[src/rtl/exc_arb_pkg.sv]
package exc_arb_pkg;

    typedef enum logic [1:0] {
        EXC_RESET = 2'b00,
        EXC_IRQ   = 2'b01,
        EXC_DTR   = 2'b10,
        EXC_TRAP  = 2'b11
    } exc_code_e;

    // Non-reset classes in picker slot order; slot k maps to code k+1
    localparam int unsigned PICK_N = 3;
    // Classes that are held until started: direct transition, trap
    localparam int unsigned HOLD_N = 2;

    typedef struct packed {
        logic      start;
        exc_code_e code;
        logic      busy;
    } seq_state_t;

endpackage

[src/rtl/exc_pin_edge.sv]
module exc_pin_edge #(
    parameter int unsigned STAGES = 2
) (
    input  logic clk_i,
    input  logic rst_ni,
    input  logic pin_i,
    output logic rise_o
);
    typedef struct packed {
        logic [STAGES-1:0] sync;
        logic              last;
    } edge_state_t;

    edge_state_t st_d, st_q;

    always_comb begin
        st_d      = st_q;
        st_d.sync = {st_q.sync[STAGES-2:0], pin_i};
        st_d.last = st_q.sync[STAGES-1];
    end

    always_ff @(posedge clk_i or negedge rst_ni) begin
        if (!rst_ni) st_q <= '0;
        else         st_q <= st_d;
    end

    assign rise_o = st_q.sync[STAGES-1] & ~st_q.last;

endmodule

[src/rtl/exc_req_hold.sv]
module exc_req_hold #(
    parameter int unsigned N = 2
) (
    input  logic         clk_i,
    input  logic         rst_ni,
    input  logic [N-1:0] set_i,
    input  logic [N-1:0] clr_i,
    input  logic         flush_i,
    output logic [N-1:0] eff_o
);
    logic [N-1:0] pend_d, pend_q;

    for (genvar g = 0; g < N; g++) begin : g_bit
        assign pend_d[g] = flush_i ? 1'b0 : ((pend_q[g] | set_i[g]) & ~clr_i[g]);
    end

    always_ff @(posedge clk_i or negedge rst_ni) begin
        if (!rst_ni) pend_q <= '0;
        else         pend_q <= pend_d;
    end

    // Held requests plus ones arriving this cycle
    assign eff_o = pend_q | set_i;

endmodule

[src/rtl/exc_prio_sel.sv]
module exc_prio_sel #(
    parameter int unsigned N  = 3,
    localparam int unsigned IW = (N > 1) ? $clog2(N) : 1
) (
    input  logic [N-1:0]  req_i,
    output logic [N-1:0]  grant_o,
    output logic [IW-1:0] idx_o,
    output logic          any_o
);
    // Lowest slot wins
    always_comb begin
        grant_o = '0;
        idx_o   = '0;
        for (int i = N - 1; i >= 0; i--) begin
            if (req_i[i]) begin
                grant_o    = '0;
                grant_o[i] = 1'b1;
                idx_o      = IW'(i);
            end
        end
    end

    assign any_o = |req_i;

endmodule

[src/rtl/exc_prio_arbiter.sv]
module exc_prio_arbiter
    import exc_arb_pkg::*;
#(
    parameter int unsigned SYNC_STAGES = 2
) (
    input  logic       clk_i,
    input  logic       rst_ni,
    input  logic       rst_pin_i,
    input  logic       wdt_ovf_i,
    input  logic       irq_i,
    input  logic       dtr_req_i,
    input  logic       trap_req_i,
    input  logic       insn_done_i,
    input  logic       ccr_write_i,
    input  logic       exc_done_i,
    output logic       start_o,
    output logic [1:0] code_o,
    output logic       busy_o
);
    localparam int unsigned IW = $clog2(PICK_N);

    seq_state_t          seq_d, seq_q;
    logic                pin_rise;
    logic                rst_evt;
    logic [HOLD_N-1:0]   held_eff;
    logic [HOLD_N-1:0]   held_clr;
    logic [PICK_N-1:0]   pick_req;
    logic [PICK_N-1:0]   pick_gnt;
    logic [IW-1:0]       pick_idx;
    logic                pick_any;
    logic                boundary;
    logic                irq_open;
    logic                take;

    exc_pin_edge #(.STAGES(SYNC_STAGES)) i_pin_edge (
        .clk_i  (clk_i),
        .rst_ni (rst_ni),
        .pin_i  (rst_pin_i),
        .rise_o (pin_rise)
    );

    exc_req_hold #(.N(HOLD_N)) i_req_hold (
        .clk_i   (clk_i),
        .rst_ni  (rst_ni),
        .set_i   ({trap_req_i, dtr_req_i}),
        .clr_i   (held_clr),
        .flush_i (rst_evt),
        .eff_o   (held_eff)
    );

    exc_prio_sel #(.N(PICK_N)) i_prio_sel (
        .req_i   (pick_req),
        .grant_o (pick_gnt),
        .idx_o   (pick_idx),
        .any_o   (pick_any)
    );

    assign rst_evt  = pin_rise | wdt_ovf_i;
    assign boundary = seq_q.busy ? exc_done_i : insn_done_i;
    // Interrupt detection skipped after reset handling or a control-register write
    assign irq_open = seq_q.busy ? (seq_q.code != EXC_RESET) : ~ccr_write_i;
    assign pick_req = {held_eff, irq_i & irq_open};
    assign take     = boundary & pick_any & ~rst_evt;
    assign held_clr = take ? pick_gnt[PICK_N-1:1] : '0;

    always_comb begin
        seq_d       = seq_q;
        seq_d.start = 1'b0;
        if (rst_evt) begin
            seq_d.start = 1'b1;
            seq_d.code  = EXC_RESET;
            seq_d.busy  = 1'b1;
        end else if (take) begin
            seq_d.start = 1'b1;
            seq_d.code  = exc_code_e'(pick_idx + 2'd1);
            seq_d.busy  = 1'b1;
        end else if (seq_q.busy && exc_done_i) begin
            seq_d.busy  = 1'b0;
        end
    end

    always_ff @(posedge clk_i or negedge rst_ni) begin
        if (!rst_ni) seq_q <= '0;
        else         seq_q <= seq_d;
    end

    assign start_o = seq_q.start;
    assign code_o  = seq_q.code;
    assign busy_o  = seq_q.busy;

endmodule

[config.mk]
export PLATFORM = sky130hd
export DESIGN_NAME = exc_prio_arbiter
export DESIGN_NICKNAME = d
export VERILOG_FILES = /design/src/rtl/exc_arb_pkg.sv /design/src/rtl/exc_pin_edge.sv /design/src/rtl/exc_req_hold.sv /design/src/rtl/exc_prio_sel.sv /design/src/rtl/exc_prio_arbiter.sv
export SDC_FILE = /design/constraint.sdc
export NUM_CORES = 1
export LEC_CHECK = 0
export CORE_AREA = 5 5 42 44
export DETAILED_ROUTE_END_ITERATION = 12
export DIE_AREA = 0 0 47 49
export GPL_TIMING_DRIVEN = 0
export SYNTH_ARGS = -nofsm -noshare
export SYNTH_HDL_FRONTEND = slang
export SYNTH_SLANG_ARGS = --single-unit
[constraint.sdc]
create_clock -name clk_i -period 1.9 [get_ports clk_i]
set_input_delay 0.285 -clock clk_i [delete_from_list [all_inputs] [get_ports clk_i]]
set_output_delay 0.285 -clock clk_i [all_outputs]
set_load 0.02 [all_outputs]
==> impl_metrics.json <==
{
  "synth_cells": 34,
  "htree_levels": 1,
  "clkSlewWorstSetupHoldPaths_ns": 0.07,
  "synth_top_family_by_area": "compound AO/OA/AOI/OAI gates",
  "run_status": "finished clean",
  "synth.avg_cell_area_um2": 12.0,
  "rows": 14,
  "synth-warning-count": 0,
  "ir_drop_v": 0.000511,
  "ys_seq_elements": 9,
  "yosys.area.top_type": "dfrtp_1",
  "clock-root-buffer": "clkbuf_4",
  "clk_latency_ns": 0.26,
  "end_kind": "output port",
  "post-place-ws_ns": 0.166,
  "grt_max_degree": 10,
  "nFillCells": 150,
  "post-route-min-period_ns": 1.64,
  "layout.nets": 62,
  "crit_slowest_cell": "clkdlybuf4s50_1",
  "cp.required_ns": 1.62,
  "fmax_mhz": 609,
  "yosys.area_share.simple": 0.187,
  "worstPathCellList": "clkdlybuf4s50_1",
  "setup_viol": 0,
  "dp_hpwl_um": 706,
  "drt_iter0_markers": 5,
  "synth_flop_cell": "dfrtp_1",
  "syn2layout_area_growth_pct": 43.1,
  "first_pass_iters": 4,
  "fin_area_um2": 586,
  "critPathArrivalTime_ns": 1.36,
  "max_stage_delay_ns": 0.64,
  "sw_frac_of_total": 0.265,
  "yosys.area_share.adder": 0,
  "wl_per_cell_um": 13.1,
  "crit_type": "reg2out",
  "power_density_nw_per_um2": 780,
  "fin_tns_setup_ns": 0,
  "netlist.area_leader.share": 0.550,
  "io_buffer_count": 13,
  "overflow": 0,
  "cts.sinks": 9,
  "post_cts_resized": 0,
  "synth.most_common_cell": "dfrtp_1",
  "rsz0062_at_grt": "no",
  "num_antenna_cells": 0,
  "grt_usage": 0.0862,
  "p_leak_nw": 0.244,
  "finalHoldViolCount": 0,
  "drv_cap": 0,
  "synth_area_um2": 409,
  "cp_top_family": "buffers and inverters",
  "hold_ws_ns": 0.306,
  "clk_path_buf_depth": 2,
  "post_cts_buffers": 0,
  "path_buf_inv": 1,
  "vias": 339,
  "switching_power_w": 0.000121,
  "holdCritPathClass": "in2async",
  "drc_errors": 0,
  "synth_compound_area_frac": 0.193,
  "path_max_fanout": 6,
  "synth_cell_type_count": 21,
  "cts_buffers": 3,
  "synth_xor_area_frac": 0,
  "seq_area_frac_synth": 0.550,
  "drive_above_1_share": 0.176,
  "globalplace.congestion": 0.734,
  "drt-total-wl_um": 876,
  "combPwrFrac": 0.209,
  "hold_buffers": 0,
  "die_w_um": 47,
  "setup_ws_ns": 0.257,
  "die-area_um2": 2300,
  "synth_common_cells": "dfrtp_1, nor2_1, a21oi_1, a31oi_1, inv_1",
  "grt_pass1_vias": 333,
  "drtAntennaViolNets": 0,
  "maxSlewViolCount": 0,
  "period_share": 0.865,
  "finClkSkew_ns": 0.00919,
  "post-route-util": 0.418,
  "slew_headroom": 0.751,
  "p_clk_frac": 0.325,
  "ys_async_sr_fraction": 1.00,
  "seqPwrFrac": 0.466,
  "tightest_slew_ns": 0.363,
  "syn-num-nets": 44,
  "muxShareOfSynthArea": 0.0520,
  "die_h_um": 49,
  "cts_tree": "done",
  "grt_first_pass_wirelength_mm": 1.41,
  "crit_path_start_kind": "flip-flop",
  "p_int_w": 0.000336,
  "antenna_found_initial": 0,
  "synth_area_leaders": "dfrtp_1, a311oi_2, a31oi_1, a31oi_2, nor3b_2",
  "synth_edf_count": 0,
  "core_area_um2": 1400,
  "ioPinCount": 14,
  "start_util": 0.292,
  "via_per_inst": 5.06,
  "placed_area_um2": 559
}
==> power by group through the flow <==
stage	Sequential, W	Combinational [W]	Clock [W]
after floorplan	0.000222	0.0000432	0
after global placement	0.000216	0.0000948	0
after detailed placement	0.000217	0.0000957	0
after CTS	0.000213	0.0000963	0.000151
after global routing	0.000214	0.000103	0.000168
final	0.000213	0.0000956	0.000149
==> per-layer routing <==
layer	GRT usage	wire (µm)	up-vias
met5	0	0	-
met4	0.0138	0	0
met3	0.0590	68	0
met2	0.138	484	9
met1	0.0934	323	165
li1	-	-	165
==> placed cells by master (no fill, tap or decap), drive strengths merged, types with 2 or more instances in the layout <==
cell type	count
nor2	3
inv	2
a21oi	2
clkbuf	4
a31oi	3
dfrtp	9
clkdlybuf4s50	13
==> state kept, by name, summed over array words and instances, names as in the netlist <==
register and cells:
i_pin_edge.st_q 1, i_pin_edge.st_d 2, i_req_hold.pend_q 2, busy_o 1, code_o 2, start_o 1
==> cell families after synthesis <==
family          after synthesis
simple gates                 11
flops                         9
compound gates               10
buf+inv                       2
mux                           2
==> path summary, 6_finish.rpt <==
| kind | from | endpoint | slack, ns | depth (start not counted) |
|---|---|---|---|---|
| min reg2reg | i_pin_edge.st_d[2]$_DFF_PN0_ | i_pin_edge.st_d[0]$_DFF_PN0_ | 0.35 | 0 |
| max reg2reg | busy_o$_DFFE_PN0P_ | i_req_hold.pend_q[1]$_DFF_PN0_ | 0.50 | 3 |
| min | rst_ni | code_o[0]$_DFFE_PN0P_ | 0.31 | 1 |
| max | busy_o$_DFFE_PN0P_ | busy_o | 0.26 | 1 |
| min in group clk_i | i_pin_edge.st_d[2]$_DFF_PN0_ | i_pin_edge.st_d[0]$_DFF_PN0_ | 0.35 | 0 |
| max in group asynchronous | rst_ni | i_pin_edge.st_d[0]$_DFF_PN0_ | 1.31 | 1 |
==> stage by stage <==
stage | total power (W) | instances
after floorplan | 0.000266 | 34
after global placement | 0.000311 | 63
after detailed placement | 0.000312 | 63
after CTS | 0.000461 | 67
after global routing | 0.000486 | 67
final | 0.000457 | 67
==> final cells by class <==
type                    count  area [µm²]  share of cell area
flip-flops and latches      9         225               0.385
inverters                   2        7.51              0.0128
repair buffers             13         130               0.222
well taps                  16        20.0              0.0342
clock buffers               4        26.3              0.0449
multi-input cells          23         176               0.301
Note: power is estimated with default switching activity, not from simulation.
